**src/rtl/csel_pkg.sv**
```systemverilog
package csel_pkg;
  parameter int ADDR_W       = 20;
  parameter int BLK_LOG2     = 10;
  parameter int FIELD_W      = ADDR_W - BLK_LOG2;
  parameter int REG_W        = 16;
  parameter int FIELD_LSB    = REG_W - FIELD_W;
  parameter int N_MCS        = 4;
  parameter int N_PCS        = 7;
  parameter int PCS_WIN_LOG2 = 7;
  parameter int PIDX_W       = BLK_LOG2 - PCS_WIN_LOG2;
  parameter int WAIT_W       = 2;
  parameter int RDY_W        = WAIT_W + 1;
  parameter int MSIZE_W      = 5;
  parameter int MSIZE_MAX    = 8;
  parameter int IO_BIT       = 5;
  parameter logic [REG_W-1:0] UCS_RST = 16'hFFFB;

  typedef struct packed {
    logic              ign;
    logic [WAIT_W-1:0] waits;
  } rdy_t;

  typedef enum logic [2:0] {
    SEL_UCS   = 3'd0,
    SEL_LCS   = 3'd1,
    SEL_MBASE = 3'd2,
    SEL_MSIZE = 3'd3,
    SEL_PCS   = 3'd4
  } reg_sel_e;
endpackage

```
**src/rtl/csel_regs.sv**
```systemverilog
module csel_regs
  import csel_pkg::*;
(
  input  logic               clk_i,
  input  logic               rst_ni,
  input  logic               wr_en_i,
  input  logic [2:0]         wr_sel_i,
  input  logic [REG_W-1:0]   wr_data_i,
  output logic [FIELD_W-1:0] ucs_fld_o,
  output logic [FIELD_W-1:0] lcs_fld_o,
  output logic [FIELD_W-1:0] mbase_fld_o,
  output logic [MSIZE_W-1:0] msize_o,
  output logic [FIELD_W-1:0] pbase_fld_o,
  output logic               p_io_o,
  output rdy_t               ucs_rdy_o,
  output rdy_t               lcs_rdy_o,
  output rdy_t               mcs_rdy_o,
  output rdy_t               pcs_rdy_o,
  output logic               l_vld_o,
  output logic               m_vld_o,
  output logic               p_vld_o
);
  logic [FIELD_W-1:0] fld;
  rdy_t               rdy;
  assign fld = wr_data_i[REG_W-1:FIELD_LSB];
  assign rdy = rdy_t'(wr_data_i[RDY_W-1:0]);

  always_ff @(posedge clk_i or negedge rst_ni) begin
    if (!rst_ni) begin
      ucs_fld_o   <= UCS_RST[REG_W-1:FIELD_LSB];
      ucs_rdy_o   <= rdy_t'(UCS_RST[RDY_W-1:0]);
      lcs_fld_o   <= '0;
      lcs_rdy_o   <= '0;
      mbase_fld_o <= '0;
      mcs_rdy_o   <= '0;
      msize_o     <= '0;
      pbase_fld_o <= '0;
      pcs_rdy_o   <= '0;
      p_io_o      <= 1'b0;
      l_vld_o     <= 1'b0;
      m_vld_o     <= 1'b0;
      p_vld_o     <= 1'b0;
    end else if (wr_en_i) begin
      unique case (wr_sel_i)
        SEL_UCS:   begin ucs_fld_o <= fld; ucs_rdy_o <= rdy; end
        SEL_LCS:   begin lcs_fld_o <= fld; lcs_rdy_o <= rdy; l_vld_o <= 1'b1; end
        SEL_MBASE: begin mbase_fld_o <= fld; mcs_rdy_o <= rdy; m_vld_o <= 1'b1; end
        SEL_MSIZE: msize_o <= wr_data_i[MSIZE_W-1:0];
        SEL_PCS: begin
          pbase_fld_o <= fld;
          pcs_rdy_o   <= rdy;
          p_io_o      <= wr_data_i[IO_BIT];
          p_vld_o     <= 1'b1;
        end
        default: ;
      endcase
    end
  end
endmodule

```
**src/rtl/csel_decode.sv**
```systemverilog
module csel_decode
  import csel_pkg::*;
(
  input  logic [ADDR_W-1:0]  addr_i,
  input  logic               io_i,
  input  logic [FIELD_W-1:0] ucs_fld_i,
  input  logic [FIELD_W-1:0] lcs_fld_i,
  input  logic [FIELD_W-1:0] mbase_fld_i,
  input  logic [MSIZE_W-1:0] msize_i,
  input  logic [FIELD_W-1:0] pbase_fld_i,
  input  logic               p_io_i,
  input  rdy_t               ucs_rdy_i,
  input  rdy_t               lcs_rdy_i,
  input  rdy_t               mcs_rdy_i,
  input  rdy_t               pcs_rdy_i,
  input  logic               l_vld_i,
  input  logic               m_vld_i,
  input  logic               p_vld_i,
  output logic               ucs_n_o,
  output logic               lcs_n_o,
  output logic [N_MCS-1:0]   mcs_n_o,
  output logic [N_PCS-1:0]   pcs_n_o,
  output rdy_t               sel_rdy_o
);
  logic [FIELD_W-1:0] a_blk;
  logic [ADDR_W-1:0]  m_base, m_off, m_span, m_qtr;
  logic [MSIZE_W-1:0] m_k;
  logic [PIDX_W-1:0]  p_idx;
  logic               u_hit, l_hit, m_hit, p_hit;

  assign a_blk  = addr_i[ADDR_W-1:BLK_LOG2];
  assign m_base = {mbase_fld_i, {BLK_LOG2{1'b0}}};
  assign m_off  = addr_i - m_base;
  assign m_k    = (msize_i > MSIZE_W'(MSIZE_MAX)) ? MSIZE_W'(MSIZE_MAX) : msize_i;
  assign m_span = m_off >> (BLK_LOG2 + int'(m_k));
  assign m_qtr  = m_off >> (BLK_LOG2 - 2 + int'(m_k));
  assign p_idx  = addr_i[BLK_LOG2-1:PCS_WIN_LOG2];

  // priority: upper > lower > mid > peripheral
  assign u_hit = !io_i && (a_blk >= ucs_fld_i);
  assign l_hit = !io_i && l_vld_i && (a_blk <= lcs_fld_i) && !u_hit;
  assign m_hit = !io_i && m_vld_i && (addr_i >= m_base) && (m_span == '0)
                 && !u_hit && !l_hit;
  assign p_hit = p_vld_i && (io_i == p_io_i) && (a_blk == pbase_fld_i)
                 && (int'(p_idx) < N_PCS) && !u_hit && !l_hit && !m_hit;

  assign ucs_n_o = !u_hit;
  assign lcs_n_o = !l_hit;

  for (genvar i = 0; i < N_MCS; i++) begin : g_mcs
    assign mcs_n_o[i] = !(m_hit && (m_qtr[1:0] == 2'(i)));
  end

  for (genvar i = 0; i < N_PCS; i++) begin : g_pcs
    assign pcs_n_o[i] = !(p_hit && (p_idx == PIDX_W'(i)));
  end

  always_comb begin
    sel_rdy_o = '0;
    if (u_hit)      sel_rdy_o = ucs_rdy_i;
    else if (l_hit) sel_rdy_o = lcs_rdy_i;
    else if (m_hit) sel_rdy_o = mcs_rdy_i;
    else if (p_hit) sel_rdy_o = pcs_rdy_i;
  end
endmodule

```
**src/rtl/csel_wait.sv**
```systemverilog
module csel_wait
  import csel_pkg::*;
(
  input  logic clk_i,
  input  logic rst_ni,
  input  logic cyc_start_i,
  input  rdy_t rdy_i,
  input  logic ext_ready_i,
  output logic bus_ready_o,
  output logic cur_ign_o
);
  logic              busy_q, ign_q;
  logic [WAIT_W-1:0] cnt_q;

  always_ff @(posedge clk_i or negedge rst_ni) begin
    if (!rst_ni) begin
      busy_q <= 1'b0;
      ign_q  <= 1'b0;
      cnt_q  <= '0;
    end else if (cyc_start_i) begin
      busy_q <= 1'b1;
      ign_q  <= rdy_i.ign;
      cnt_q  <= rdy_i.waits;
    end else if (busy_q) begin
      if (cnt_q != '0) cnt_q <= cnt_q - 1'b1;
      else if (ign_q || ext_ready_i) busy_q <= 1'b0;
    end
  end

  assign bus_ready_o = busy_q && (cnt_q == '0) && (ign_q || ext_ready_i);
  assign cur_ign_o   = ign_q;
endmodule

```
**src/rtl/csel_ready_gen.sv**
```systemverilog
module csel_ready_gen
  import csel_pkg::*;
(
  input  logic               clk_i,
  input  logic               rst_ni,
  input  logic               wr_en_i,
  input  logic [2:0]         wr_sel_i,
  input  logic [REG_W-1:0]   wr_data_i,
  input  logic [ADDR_W-1:0]  addr_i,
  input  logic               io_i,
  input  logic               cyc_start_i,
  input  logic               ext_ready_i,
  output logic               ucs_n_o,
  output logic               lcs_n_o,
  output logic [N_MCS-1:0]   mcs_n_o,
  output logic [N_PCS-1:0]   pcs_n_o,
  output logic               bus_ready_o
);
  logic [FIELD_W-1:0] ucs_fld, lcs_fld, mbase_fld, pbase_fld;
  logic [MSIZE_W-1:0] msize;
  logic               p_io, l_vld, m_vld, p_vld, cur_ign;
  rdy_t               ucs_rdy, lcs_rdy, mcs_rdy, pcs_rdy, sel_rdy;
  logic               d_ucs_n, d_lcs_n;
  logic [N_MCS-1:0]   d_mcs_n;
  logic [N_PCS-1:0]   d_pcs_n;

  csel_regs u_regs (
    .clk_i, .rst_ni, .wr_en_i, .wr_sel_i, .wr_data_i,
    .ucs_fld_o(ucs_fld), .lcs_fld_o(lcs_fld), .mbase_fld_o(mbase_fld),
    .msize_o(msize), .pbase_fld_o(pbase_fld), .p_io_o(p_io),
    .ucs_rdy_o(ucs_rdy), .lcs_rdy_o(lcs_rdy), .mcs_rdy_o(mcs_rdy), .pcs_rdy_o(pcs_rdy),
    .l_vld_o(l_vld), .m_vld_o(m_vld), .p_vld_o(p_vld)
  );

  csel_decode u_dec (
    .addr_i, .io_i,
    .ucs_fld_i(ucs_fld), .lcs_fld_i(lcs_fld), .mbase_fld_i(mbase_fld),
    .msize_i(msize), .pbase_fld_i(pbase_fld), .p_io_i(p_io),
    .ucs_rdy_i(ucs_rdy), .lcs_rdy_i(lcs_rdy), .mcs_rdy_i(mcs_rdy), .pcs_rdy_i(pcs_rdy),
    .l_vld_i(l_vld), .m_vld_i(m_vld), .p_vld_i(p_vld),
    .ucs_n_o(d_ucs_n), .lcs_n_o(d_lcs_n), .mcs_n_o(d_mcs_n), .pcs_n_o(d_pcs_n),
    .sel_rdy_o(sel_rdy)
  );

  csel_wait u_wait (
    .clk_i, .rst_ni, .cyc_start_i, .rdy_i(sel_rdy), .ext_ready_i,
    .bus_ready_o, .cur_ign_o(cur_ign)
  );

  // selects forced idle while reset is held
  assign ucs_n_o = d_ucs_n | !rst_ni;
  assign lcs_n_o = d_lcs_n | !rst_ni;
  assign mcs_n_o = d_mcs_n | {N_MCS{!rst_ni}};
  assign pcs_n_o = d_pcs_n | {N_PCS{!rst_ni}};
endmodule

```
**config.mk**
```make
export PLATFORM = sky130hd
export DESIGN_NAME = csel_ready_gen
export DESIGN_NICKNAME = d
export VERILOG_FILES = /design/src/rtl/csel_pkg.sv /design/src/rtl/csel_regs.sv /design/src/rtl/csel_decode.sv /design/src/rtl/csel_wait.sv /design/src/rtl/csel_ready_gen.sv
export SDC_FILE = /design/constraint.sdc
export NUM_CORES = 1
export LEC_CHECK = 0
export BUFFER_PORTS_ARGS = -buffer_cell sky130_fd_sc_hd__buf_4
export CORE_MARGIN = 1
export CORE_UTILIZATION = 60
export CTS_BUF_LIST = sky130_fd_sc_hd__clkbuf_16
export DETAILED_ROUTE_END_ITERATION = 12
export GPL_ROUTABILITY_DRIVEN = 0
export PLACE_DENSITY = 0.83
export SLEW_MARGIN = 5
export SYNTH_ARGS = -nofsm -noshare
export SYNTH_HDL_FRONTEND = slang
export SYNTH_SLANG_ARGS = --single-unit
```
**constraint.sdc**
```tcl
create_clock -name clk_i -period 9.83 [get_ports clk_i]
set_clock_uncertainty 0.05 [all_clocks]
set_input_delay 0.4915 -clock clk_i [delete_from_list [all_inputs] [get_ports clk_i]]
set_output_delay 0.4915 -clock clk_i [all_outputs]
set_load 0.01 [all_outputs]
```
==> flow_summary.yaml <==
sta:
  setup_viol_count_final: 0
  rsz0062_at_grt: "false"
  timing.fmax_ghz: 0.219
  final.period_utilization: 0.465
  drv_slew: 0
  timing.slew.headroom: 0.429
  worstMarginPinSlew_ns: 0.857
  post-route-min-period_ns: 4.57
  fin_setup_tns_ns: 0
  hold_viol: 0
  final.setup.worst_slack_ns: 5.26
yosys:
  synth-xor-area-share: 0.0394
  synth_mux_area_frac: 0.0951
  syn_inst: 440
  synth_compound_area_frac: 0.169
  synthArstFlopShare: 1.00
  synth_top_flop_cell: "dfrtp_1"
  yosysTopAreaCellShare: 0.314
  synth_adder_area_share: 0.0966
  ys_seq_area_frac: 0.389
  synth_seq_cells: 65
  ys_types: 62
  syn_area_per_cell_um2: 9.60
  synth_area_leaders: "dfrtp_1 31%, ha_1 9.2%, mux2_2 8.3%, dfstp_2 7.5%, o21ai_0 4.5%"
  synth_edf_count: 0
  synth_nets: 517
  yosys_warnings: 0
  syn_area_um2: 4220
  yosys.area_share.simple: 0.164
  synth_top_family_by_area: "compound AO/OA/AOI/OAI gates"
  yosysTopAreaCell: "dfrtp_1"
clock_tree:
  cts_resized: 0
  htree_num_levels: 3
  holdBufCountCts: 0
  cts_buffer_depth: 2
  root_buffer: "clkbuf_16"
  clk_latency_ns: 0.34
  clock-sinks: 65
  path_clk_slew_ns: 0.06
  cts_setup_buffers: 0
  cts_tree: "yes"
  numCtsBuffers: 9
floorplan:
  die_area_um2: 7380
  die_h_um: 85.9
  initial_core_util: 0.622
  die_w_um: 85.9
  io_pins: 59
  core_area_um2: 6790
  row_count: 30
final_layout:
  drive_above_1_share: 0.268
  ff_latch_area_um2: 1640
  multi_input_area_um2: 2400
  nets: 576
  antenna_cells: 0
  fill_cells: 443
  area_growth_syn_to_layout_pct: 21.6
route:
  ant_nets: 0
  vias_per_cell: 6.18
  vias: 3710
  wire_per_inst_um: 18.9
  route.detailed.drc: 0
  drtIter0Drc: 281
  wirelength_um: 11400
  drt_first_pass_iters: 7
place:
  hpwl_um: 7900
  io_buffers: 58
  post-place-ws_ns: 5.31
power:
  cellLeakagePower_nw: 2.23
  swShare: 0.331
  p_per_area_nw_per_um2: 225
  switching_power_w: 0.000382
  pwr-share-clk: 0.345
  p_comb_frac: 0.337
  power.internal_w: 0.000772
  ir_drop_uv: 144
  sequentialPowerShare: 0.318
worst_setup_path:
  crit_fanout: 9
  r2r_cells: 11
  rr_startpoint: "u_regs.mbase_fld_o[0]"
  critPathArrivalTime_ns: 4.03
  start_kind: "primary input"
  r2r_slack_ns: 6.34
  worstReg2RegEnd: "u_wait.cur_ign_o"
  end_kind: "output port"
  required_ns: 9.29
  setup.worst_path.class: "primary input to output port"
grt:
  grt_antenna_before_repair: 0
  met2_usage: 0.527
  grt_pass1_wl_um: 18700
  busiest_layer: "met2"
  grt-ovfl-total: 0
  met1_usage: 0.447
  met3_usage: 0.0693
  grt_pass1_vias: 3771
  track_usage: 0.334
  grt_max_degree: 69
status:
  status: "completed"
run:
  max_cap_violations: 0
min_path:
  hold_path.class: "primary input to async pin"
power by group through the flow:
stage	Clock (W)	Combinational, W	Sequential [W]
floorplan	0	0.000274	0.000357
CTS	0.000401	0.000379	0.000366
global placement	0	0.000355	0.000365
detailed placement	0	0.000372	0.000368
finish	0.000399	0.000389	0.000367
global route	0.000410	0.000425	0.000372
through the flow:
step	std cells	cell area [um2]	util	hold WS (ns)	power, W
after global placement	584	4760	0.701	0.403	0.000720
after floorplan	440	4220	-	0.146	0.000631
after CTS	600	5130	0.755	0.247	0.00115
after global routing	600	5140	0.756	0.272	0.00121
after detailed placement	584	4760	0.701	0.404	0.000740
final	600	5140	0.756	0.192	0.00115
area by class of cell:
cell class	instances	share of cell area
timing repair buffer	61	0.0891
inverter	40	0.0292
clock inverter	7	0.0278
multi-input combinational	322	0.467
tap	96	0.0234
sequential	65	0.320
clock buffer	9	0.0438
state kept, by name, indices dropped and copies added (netlist names):
register / count
u_regs.msize_o: 5
u_regs.l_vld_o: 1
u_regs.mcs_rdy_o: 3
u_wait.cur_ign_o: 1
u_regs.ucs_rdy_o: 3
u_regs.m_vld_o: 1
u_regs.lcs_rdy_o: 3
u_regs.p_vld_o: 1
u_regs.lcs_fld_o: 10
u_regs.pbase_fld_o: 10
u_regs.mbase_fld_o: 10
u_wait.cnt_q: 2
u_regs.pcs_rdy_o: 3
u_regs.ucs_fld_o: 10
u_wait.busy_q: 1
u_regs.p_io_o: 1
how the worst max path moves through the flow:
stage	startpoint	slack, ns	cells after the start	end
2_1_floorplan	addr_i[10]	5.79	12	mcs_n_o[1]
3_3_place_gp	addr_i[10]	5.40	14	mcs_n_o[1]
3_5_place_dp	addr_i[10]	5.31	14	mcs_n_o[1]
4_1_cts	u_regs.mbase_fld_o[0]	5.31	12	mcs_n_o[1]
5_1_grt	addr_i[10]	5.11	14	mcs_n_o[1]
6_report	addr_i[10]	5.26	14	mcs_n_o[1]
Yosys cell counts (3+ instances only):
master / count
dfrtp_1: 53
nand2_1: 45
inv_1: 40
o21ai_0: 38
ha_1: 31
mux2_2: 31
a21oi_1: 19
nor2_1: 16
xnor2_1: 15
clkbuf_1: 13
dfstp_2: 12
nand4_1: 10
a21o_1: 9
nand3_1: 9
nor3_1: 8
nor2b_1: 6
nand3b_1: 5
o211ai_1: 5
a211oi_1: 4
a31oi_1: 4
nand4b_1: 4
or2_2: 4
xor2_1: 4
mux2i_1: 3
nor4_1: 3
o2111ai_1: 3
o21a_1: 3
o311ai_1: 3
or4_1: 3
per-layer routing:
| metal | routed length [um] | vias up |
|---|---|---|
| met1 | 4800 | 1799 |
| met3 | 809 | 33 |
| met4 | 329 | 0 |
| li1 | - | 1716 |
| met2 | 5410 | 162 |
| met5 | 0 | - |
critical path, cell delays in order:
cell and delay, ns:
buf_4 0.12, inv_1 0.09, ha_1 0.17, inv_1 0.05, fa_1 0.47, a211oi_4 0.32
o41ai_2 0.16, and4b_1 0.21, or4_1 0.50, a21o_1 0.23, a32oi_2 0.34, nand3_4 0.17
or4_4 0.54, buf_4 0.15
placed cells by master, fill, tap and decap left out, drive strengths merged, types with 3 or more instances in the layout:
cell type  instances
a211oi             5
a21o               9
a21oi             19
a31oi              4
buf               61
bufinv             4
clkbuf             9
clkinv             3
dfrtp             53
dfstp             12
ha                31
inv               40
mux2              31
mux2i              3
nand2             45
nand3             10
nand3b             5
nand4             10
nand4b             4
nor2              17
nor2b              6
nor3               8
nor4               3
o2111ai            3
o211ai             5
o21a               3
o21ai             39
o311ai             4
o31ai              3
or2                5
or4                4
xnor2             15
xor2               4
kinds of logic (layout without fill, tap and decap cells):
group           after synthesis  after routing
mux                          35             35
compound gates              107            107
xor+xnor                     19             19
flops                        65             65
buf+inv                      53            117
simple gates                129            129
fa+ha+maj                    32             32
(Power assumes the default switching activity.)
